**src/rtl/hp_slot_pkg.sv**
```systemverilog
package hp_slot_pkg;
  localparam int RegW    = 16;
  localparam int EvW     = 3;
  localparam int EvAbp   = 0;
  localparam int EvPdc   = 1;
  localparam int EvCc    = 2;
  localparam logic [1:0] IndOff = 2'b11;

  typedef struct packed {
    logic           ctlWr;
    logic           staWr;
    logic           loLane;
    logic           hiLane;
    logic           evtGo;
    logic           setPds;
    logic [EvW-1:0] raise;
  } hpStrobe_t;
endpackage

```
**src/rtl/hp_slot_ctrl.sv**
```systemverilog
module hp_slot_ctrl
  import hp_slot_pkg::*;
(
  input  logic       wrEn,
  input  logic       regSel,
  input  logic [1:0] byteEn,
  input  logic       insertEvt,
  input  logic       unplugReq,
  output hpStrobe_t  strobe
);
  logic           anyWr;
  logic [EvW-1:0] raiseMask;

  assign anyWr = wrEn && (|byteEn);

  always_comb begin
    raiseMask = '0;
    if (insertEvt) begin
      raiseMask[EvPdc] = 1'b1;
      raiseMask[EvAbp] = 1'b1;
    end
    if (unplugReq) raiseMask[EvAbp] = 1'b1;
  end

  // a register write wins over a simultaneous hardware event
  always_comb begin
    strobe.ctlWr  = anyWr && !regSel;
    strobe.staWr  = anyWr && regSel;
    strobe.loLane = byteEn[0];
    strobe.hiLane = byteEn[1];
    strobe.evtGo  = !anyWr && (|raiseMask);
    strobe.setPds = !anyWr && insertEvt;
    strobe.raise  = raiseMask;
  end
endmodule

```
**src/rtl/hp_slot_datapath.sv**
```systemverilog
module hp_slot_datapath
  import hp_slot_pkg::*;
#(
  parameter int VecW = 5
) (
  input  logic            clk,
  input  logic            rstN,
  input  hpStrobe_t       strobe,
  input  logic            regSel,
  input  logic [RegW-1:0] wrData,
  input  logic            msgIntEn,
  input  logic [VecW-1:0] intMsgNum,
  output logic [RegW-1:0] rdData,
  output logic            detachReq,
  output logic            msgPulse,
  output logic [VecW-1:0] msgVec,
  output logic            intxLevel
);
  // control state
  logic       abpe, pdce, ccie, hpie, pcc;
  logic [1:0] aic, pic;
  // status state
  logic [EvW-1:0] evt;
  logic           pds, eis;
  logic           pendReg;

  logic       nAbpe, nPdce, nCcie, nHpie, nPcc;
  logic [1:0] nAic, nPic;
  logic [EvW-1:0] nEvt;
  logic       nPds, nEis, nPend, pendCalc;
  logic       lockFlip, detachHit, alreadySet, notify, clrIntx;
  logic [RegW-1:0] ctlWord, staWord;
  logic       unusedWrBits;

  assign unusedWrBits = ^{wrData[15:12], wrData[2:1]};

  // reserved bits read zero; R6: interlock command reads zero
  assign ctlWord = {4'b0, 1'b0, pcc, pic, aic, hpie, ccie, pdce, 2'b0, abpe};
  assign staWord = {8'b0, eis, pds, 1'b0, evt[EvCc], evt[EvPdc], 2'b0, evt[EvAbp]};
  assign rdData  = regSel ? staWord : ctlWord;

  always_comb begin
    nAbpe = abpe; nPdce = pdce; nCcie = ccie; nHpie = hpie;
    nAic  = aic;  nPic  = pic;  nPcc  = pcc;
    if (strobe.ctlWr && strobe.loLane) begin
      nAbpe = wrData[0];
      nPdce = wrData[3];
      nCcie = wrData[4];
      nHpie = wrData[5];
      nAic  = wrData[7:6];
    end
    if (strobe.ctlWr && strobe.hiLane) begin
      nPic = wrData[9:8];
      nPcc = wrData[10];
    end

    lockFlip  = strobe.ctlWr && strobe.hiLane && wrData[11];
    nEis      = eis ^ lockFlip;
    detachHit = strobe.ctlWr && strobe.hiLane && pds && wrData[10] &&
                (wrData[9:8] == IndOff);
    nPds      = detachHit ? 1'b0 : (strobe.setPds ? 1'b1 : pds);

    nEvt = evt;
    if (strobe.staWr && strobe.loLane)
      nEvt = nEvt & ~{wrData[4], wrData[3], wrData[0]};
    if (detachHit)    nEvt[EvPdc] = 1'b1;
    if (strobe.ctlWr) nEvt[EvCc]  = 1'b1;
    alreadySet = |(evt & strobe.raise);
    if (strobe.evtGo) nEvt = nEvt | strobe.raise;

    pendCalc = nHpie && (|(nEvt & {nCcie, nPdce, nAbpe}));

    nPend   = pendReg;
    notify  = 1'b0;
    clrIntx = 1'b0;
    if (strobe.ctlWr) begin
      nPend  = pendCalc;
      notify = (pendCalc != pendReg);
    end else if (strobe.evtGo && !alreadySet) begin
      nPend  = pendCalc;
      notify = (pendCalc != pendReg);
    end else if (strobe.staWr) begin
      nPend   = pendCalc;
      clrIntx = !msgIntEn && !pendCalc;
    end
  end

  always_ff @(posedge clk or negedge rstN) begin
    if (!rstN) begin
      abpe <= 1'b0; pdce <= 1'b0; ccie <= 1'b0; hpie <= 1'b0;
      aic  <= IndOff; pic <= 2'b00; pcc <= 1'b0;
      evt  <= '0; pds <= 1'b0; eis <= 1'b0;
      pendReg   <= 1'b0;
      intxLevel <= 1'b0;
      msgPulse  <= 1'b0;
      msgVec    <= '0;
      detachReq <= 1'b0;
    end else begin
      abpe <= nAbpe; pdce <= nPdce; ccie <= nCcie; hpie <= nHpie;
      aic  <= nAic;  pic  <= nPic;  pcc  <= nPcc;
      evt  <= nEvt;  pds  <= nPds;  eis  <= nEis;
      pendReg   <= nPend;
      detachReq <= detachHit;
      msgPulse  <= notify && msgIntEn;
      if (notify && msgIntEn) msgVec <= intMsgNum;
      if (notify && !msgIntEn) intxLevel <= nPend;
      else if (clrIntx)        intxLevel <= 1'b0;
    end
  end

  // command done set after any control write
  p_ctl_write_cc_r8: assert property (@(posedge clk) disable iff (!rstN)
    strobe.ctlWr |=> evt[EvCc]);

  // interlock toggles on a written 1
  p_lock_toggle_r6: assert property (@(posedge clk) disable iff (!rstN)
    (strobe.ctlWr && strobe.hiLane && wrData[11]) |=> (eis != $past(eis)));

  // detach leaves the slot empty with presence change flagged
  p_detach_effects_r7: assert property (@(posedge clk) disable iff (!rstN)
    detachReq |-> (!pds && evt[EvPdc]));

  // message pulses only in message mode
  p_msg_mode_only_r3: assert property (@(posedge clk) disable iff (!rstN)
    msgPulse |-> $past(msgIntEn));

  // INTx never moves in message mode
  p_intx_mode_r3: assert property (@(posedge clk) disable iff (!rstN)
    !$stable(intxLevel) |-> !$past(msgIntEn));

  // written-one clears attention status
  p_w1c_abp_r5: assert property (@(posedge clk) disable iff (!rstN)
    (strobe.staWr && strobe.loLane && wrData[0]) |=> !evt[EvAbp]);

  // status writes never send messages
  p_status_no_msg_r5: assert property (@(posedge clk) disable iff (!rstN)
    strobe.staWr |=> !msgPulse);

  // re-raising a set event stays silent
  p_no_renotify_r4: assert property (@(posedge clk) disable iff (!rstN)
    (strobe.evtGo && (|(evt & strobe.raise))) |=> (!msgPulse && $stable(intxLevel)));
endmodule

```
**src/rtl/hp_slot_regs.sv**
```systemverilog
module hp_slot_regs
  import hp_slot_pkg::*;
#(
  parameter int VecW = 5
) (
  input  logic            clk,
  input  logic            rstN,
  input  logic            wrEn,
  input  logic            regSel,
  input  logic [1:0]      byteEn,
  input  logic [RegW-1:0] wrData,
  output logic [RegW-1:0] rdData,
  input  logic            insertEvt,
  input  logic            unplugReq,
  input  logic            msgIntEn,
  input  logic [VecW-1:0] intMsgNum,
  output logic            detachReq,
  output logic            msgPulse,
  output logic [VecW-1:0] msgVec,
  output logic            intxLevel
);
  hpStrobe_t strobe;

  hp_slot_ctrl uCtrl (
    .wrEn      (wrEn),
    .regSel    (regSel),
    .byteEn    (byteEn),
    .insertEvt (insertEvt),
    .unplugReq (unplugReq),
    .strobe    (strobe)
  );

  hp_slot_datapath #(.VecW(VecW)) uData (
    .clk       (clk),
    .rstN      (rstN),
    .strobe    (strobe),
    .regSel    (regSel),
    .wrData    (wrData),
    .msgIntEn  (msgIntEn),
    .intMsgNum (intMsgNum),
    .rdData    (rdData),
    .detachReq (detachReq),
    .msgPulse  (msgPulse),
    .msgVec    (msgVec),
    .intxLevel (intxLevel)
  );
endmodule

```
**config.mk**
```make
export PLATFORM = sky130hd
export DESIGN_NAME = hp_slot_regs
export DESIGN_NICKNAME = d
export VERILOG_FILES = /design/src/rtl/hp_slot_pkg.sv /design/src/rtl/hp_slot_ctrl.sv /design/src/rtl/hp_slot_datapath.sv /design/src/rtl/hp_slot_regs.sv
export SDC_FILE = /design/constraint.sdc
export NUM_CORES = 1
export LEC_CHECK = 0
export BUFFER_PORTS_ARGS = -buffer_cell sky130_fd_sc_hd__buf_2
export CELL_PAD_IN_SITES_DETAIL_PLACEMENT = 1
export CELL_PAD_IN_SITES_GLOBAL_PLACEMENT = 1
export CORE_ASPECT_RATIO = 1.4
export CORE_MARGIN = 2
export CORE_UTILIZATION = 33
export DETAILED_ROUTE_END_ITERATION = 6
export HOLD_SLACK_MARGIN = 0.03
export PLACE_DENSITY_LB_ADDON = 0.1
export SYNTH_ARGS = -nofsm -noshare
export SYNTH_HDL_FRONTEND = slang
export SYNTH_SLANG_ARGS = --single-unit
```
**constraint.sdc**
```tcl
create_clock -name clk -period 1.4 [get_ports clk]
set_input_delay 0.07 -clock clk [delete_from_list [all_inputs] [get_ports clk]]
set_output_delay 0.07 -clock clk [all_outputs]
set_load 0.03 [all_outputs]
```
======== Yosys cells after proc, flatten, opt, wreduce, memory -nomap -nowiden ========
Cells that the tools add are included.
W data, S select, Z words.
operators by class
  eq/ne operators ......................... 2
  muxes and demuxes ....................... 23
  bitwise operators ....................... 6
  reduce and logical (&&, ||, !) cells .... 28
operators with widths
  operator              count
  $mux W1               19
  $logic_and A1 B1 Y1   17
  $mux W11              1
  $and A3 B3 Y3         2
  $mux W3               2
  $reduce_or A3 Y1      2
  $logic_not A1 Y1      5
  $reduce_bool A2 Y1    2
  $reduce_or A2 Y1      2
  $and A3 B2 Y3         1
  $not A3 Y3            1
  $or A3 B2 Y3          1
  $eq A2 B2 Y1 const B  1
  $mux W2               1
  $ne A1 B1 Y1          1
  $xor A1 B1 Y1         1
storage, ports and cells
  bits in registers ....................... 23
  input bits .............................. 30

======== Longest topological paths before layout ========
  depth in word-level cells ............... 20
  depth in mapped cells ................... 9

======== By module ========
A second synthesis with hierarchy kept.
unflattened totals
  cell total of the unflattened synthesis .. 108
  area, all modules ....................... 1219.9 sq um
modules (own cells, without submodules)
  module            times used  cells each  area each (sq um)  seq. area each (sq um)
  hp_slot_datapath  1           96          1147.4             578.1
  hp_slot_ctrl      1           12          72.6               0.0

======== Least setup slack after synthesis ========
OpenSTA, ideal clock, no wires.
  path type ............................... reg-to-reg
  start ................................... register uData.evt[1]
  end ..................................... register uData.msgVec[0]
  library setup time ...................... 129 ps
  data arrival time ....................... 1424 ps
  required time ........................... 1271 ps
  path slack .............................. -152 ps
  stages on the path, launching flop included .. 7
  cell sequence ........................... dfrtp_1 nand2b_1 a211oi_1 o21ai_1 clkbuf_1 a211oi_2 nand3_1
on the way
  longest elaborated chain between the ends .. 12
RTL lines
  item                    line                                            RTL
  from (decl)             hp_slot_datapath.sv:23                          logic [EvW-1:0] evt;
  from (signal assigned)  hp_slot_datapath.sv:101                         evt <= nEvt; pds <= nPds; eis <= nEis;
  $and A3 B3 Y3           hp_slot_datapath.sv:65                          nEvt = nEvt & ~{wrData[4], wrData[3], wrData[0]};
  $mux W3                 hp_slot_datapath.sv:64                          if (strobe.staWr && strobe.loLane)
  $mux W1                 hp_slot_datapath.sv:66                          if (detachHit) nEvt[EvPdc] = 1'b1;
  $or A3 B2 Y3            hp_slot_datapath.sv:69                          if (strobe.evtGo) nEvt = nEvt | strobe.raise;
  $mux W3                 hp_slot_datapath.sv:69
  $and A3 B3 Y3           hp_slot_datapath.sv:71                          pendCalc = nHpie && (|(nEvt & {nCcie, nPdce, nAbpe}));
  $reduce_or A3 Y1        hp_slot_datapath.sv:71
  $logic_and A1 B1 Y1     hp_slot_datapath.sv:71
  $ne A1 B1 Y1            hp_slot_datapath.sv:78, hp_slot_datapath.sv:81
  $mux W1                 hp_slot_datapath.sv:79                          end else if (strobe.evtGo && !alreadySet) begin
  $mux W1 *               hp_slot_datapath.sv:76                          if (strobe.ctlWr) begin
  $logic_and A1 B1 Y1 *   hp_slot_datapath.sv:105                         if (notify && msgIntEn) msgVec <= intMsgNum;
  to (signal assigned)    hp_slot_datapath.sv:105
  to (decl)               hp_slot_datapath.sv:16                          output logic [VecW-1:0] msgVec,
Mark *: on every way between the ends. The rest lies on a longest branch, timed or not.
A chain may end at the register's enable or synchronous reset.

======== Worst setup path after layout ========
  start ................................... register uData.abpe
  end ..................................... register uData.msgVec[3]
on the way
  longest elaborated chain between the ends .. 8
RTL lines
  item                    line                                            RTL
  from (decl)             hp_slot_datapath.sv:20                          logic abpe, pdce, ccie, hpie, pcc;
  from (signal assigned)  hp_slot_datapath.sv:99                          abpe <= nAbpe; pdce <= nPdce; ccie <= nCcie; hpie <= nHpie;
  $mux W1 *               hp_slot_datapath.sv:45                          if (strobe.ctlWr && strobe.loLane) begin
  via uData.nAbpe         hp_slot_datapath.sv:27                          logic nAbpe, nPdce, nCcie, nHpie, nPcc;
  $and A3 B3 Y3 *         hp_slot_datapath.sv:71
  $reduce_or A3 Y1 *      hp_slot_datapath.sv:71
  $logic_and A1 B1 Y1 *   hp_slot_datapath.sv:71
  $ne A1 B1 Y1 *          hp_slot_datapath.sv:78, hp_slot_datapath.sv:81
  $mux W1                 hp_slot_datapath.sv:79
  $mux W1 *               hp_slot_datapath.sv:76
  $logic_and A1 B1 Y1 *   hp_slot_datapath.sv:105
The timed path passes the listed nets; every way through them passes the cells marked *.

==> qor.txt <==
outcome: finished with violations
violated checks: setup timing
slew margin rel.: 0.637
CTS buffer count: 3
Synthesis Warnings: 0
Synth-to-Final Area Change: 44.3%
most common cell after layout, fill and taps aside: buf_2
worst setup margin: -0.161 ns
Highest Clock Rate: 0.640 GHz
maximum fanout along the worst path: 6
initial antenna violation count: 0
critical path class: register to register
met3 usage: 0.0154
HPWL after detailed placement: 3400 um
Post-Syn Instances: 163
pre-CTS WS: -0.235 ns
worst-path cell chain: mux2_4, a22oi_4, buf_6, a21oi_1, a211oi_2, nand3_1
TritonRoute pass-1 iters: 4
CTS max path bufs: 2
Core Footprint: 4500 sq um
Pwr Total: 2.70 mW
Largest delay share family, worst path: compound AO/OA/AOI/OAI gates
final hold vios: 0
CTS clk-pin slew, worst paths: 0.09 ns
Worst setup SP type: register
CP Data Arrival Time: 1.71 ns
die height: 84.5 um
crit path buf inv count: 1
sequential-to-total area share from yosys stat: 0.379
Worst VDD drop: 0.591 mV
Pwr per Cell Area: 1230 nW/um^2
Non-Filler Instances: 287
layout cell share with drive strength beyond 1: 0.542
pin count of the biggest net entering global routing: 25
later-pin clock latency in the skew report: 0.26 ns
GPL Wtd Cong: 0.751
CTS root buffer: clkbuf_8
Placed Area: 1940 sq um
min cycle time layout: 1.56 ns
wirelength, routed: 4580 um
Layout Utilization: 0.490
number of H-tree levels: 1
Final Cell Area: 2200 sq um
RSZ-0062 raised after global routing: yes
DRT iter0 DRCs: 29
DRC violations left: 0
TritonCTS clock tree: built
Yosys reg bits: 23
skew final: 0.00738 ns
M1 GR Usage: 0.207
via/cell ratio: 4.98
GR Util met2: 0.356
ratio of final minimum period to clock period: 1.12
die width: 61.5 um
TNS Setup: -0.905 ns
total gr overflow: 0
Post-Syn Area: 1530 sq um
Max Transition Viols Final: 0
Core Rows: 29
wire per inst: 16.0 um
placed cells: 277
vias in the first global route: 1564
via count: 1428
clock sinks: 23
commonest non-fill, non-tap cells in the layout: buf_2, buf_4, dfrtp_1, nor2_1
Final setup viols: 8
PortBufs: 40
max-cap violation count: 0
static leakage: 0.939 nW
GRT Util Overall: 0.185
global-route wire length before repair: 7430 um
worst path required time: 1.55 ns
grt peak-use layer: met2
Hold WS: 0.0447 ns
Crit. End Element: register
worst-margin pin slew: 0.545 ns
nets: 256
Initial Util: 0.339
io pins: 54
die area: 5190 sq um
library cells used by synthesis: 38
slowest CP cell: dfrtp_1
ANT nets after route: 0
# diodes: 0
slowest stage delay, CP: 0.39 ns
Avg Inst Size Synth: 9.36 sq um
HP Class: input port to register
## routing by layer
metal	part of all wire	wire, um
met2	0.57	2600
met5	0	0
met3	0.029	134
met1	0.40	1820
met4	0.0050	23
## path summary, 6_finish.rpt
check | start | end | slack [ns] | cells after the start
worst max-delay path | uData.abpe | uData.msgVec[3] | -0.16 | 6
worst max register to register | uData.abpe | uData.msgVec[3] | -0.16 | 6
max in group asynchronous | rstN | uData.intxLevel | 0.71 | 2
min in group asynchronous | rstN | uData.pic[0] | 0.32 | 2
worst min register to register | uData.eis | uData.eis | 0.49 | 1
worst min-delay path | wrData[9] | uData.pic[1] | 0.04 | 2
## cells in the mapped netlist, drive strengths merged
library cell | n | area share
nor2b | 9 | 0.037
a211oi | 11 | 0.070
nor3 | 6 | 0.020
dfstp | 2 | 0.034
nor2 | 13 | 0.032
nor4 | 1 | 0.0041
a22oi | 1 | 0.014
nand2 | 7 | 0.017
and2 | 1 | 0.0041
clkbuf | 5 | 0.012
nand3b | 7 | 0.043
o2bb2ai | 1 | 0.0057
o21ai | 7 | 0.023
o21a | 1 | 0.0049
buf | 12 | 0.058
nand3 | 11 | 0.036
o211a | 1 | 0.0066
mux2 | 13 | 0.098
dfrtp | 21 | 0.34
a21oi | 15 | 0.052
mux2i | 2 | 0.021
or2 | 1 | 0.0041
xor2 | 1 | 0.0057
a31o | 1 | 0.0057
nand4 | 4 | 0.016
nand2b | 3 | 0.012
inv | 4 | 0.0098
conb | 1 | 0.0025
xnor2 | 1 | 0.0057
## cell families (layout without fill, tap and decap cells)
group           Yosys count  in the layout  synth area share
xor+xnor                  2              2            0.0115
compound gates           38             38             0.182
other cells               1              7           0.00246
buf+inv                  21             77            0.0803
flops                    23             23             0.379
mux                      15             15             0.120
simple gates             63             63             0.225
## worst register-to-register path: cells and delay by family (launching register included)
kind | cells | cell delay (ns)
AOI/OAI and AO/OA | 3 | 0.50
DFF | 1 | 0.39
muxes | 1 | 0.28
buffers and inverters | 1 | 0.19
and+or+nand+nor | 1 | 0.09
## registers in the layout, summed over array words and instances, names as in the netlist
register         count
uData.msgVec         5
uData.evt            3
uData.aic            2
uData.pic            2
uData.abpe           1
uData.ccie           1
uData.detachReq      1
uData.eis            1
uData.hpie           1
uData.intxLevel      1
uData.msgPulse       1
uData.pcc            1
uData.pdce           1
uData.pds            1
uData.pendReg        1
## layout make-up
type	count	area, sq um
fill	550	2300
inverter	4	15.0
timing repair buffer	69	468
multi-input combinational	125	1020
tap	62	77.6
sequential	23	578
clock buffer	3	41.3
clock inverter	1	5.00
## report_power, final
part | switching [mW] | internal [mW] | leakage [nW]
Combinational | 0.798 | 0.579 | 0.659
Sequential | 0.107 | 0.803 | 0.255
Clock | 0.219 | 0.199 | 0.0255
Total | 1.12 | 1.58 | 0.939
## timing repair
| item | in CTS | in global routing |
|---|---|---|
| endpoints found under the hold margin | 22 | 0 |
| setup buffers | 3 | 2 |
| resized for setup | 20 | 14 |
| setup endpoints to repair | 8 | 8 |
| pin swaps | 11 | 2 |
| gates cloned | 0 | 0 |
| hold buffers | 2 | 0 |
Power figures use the tool's default switching activity.
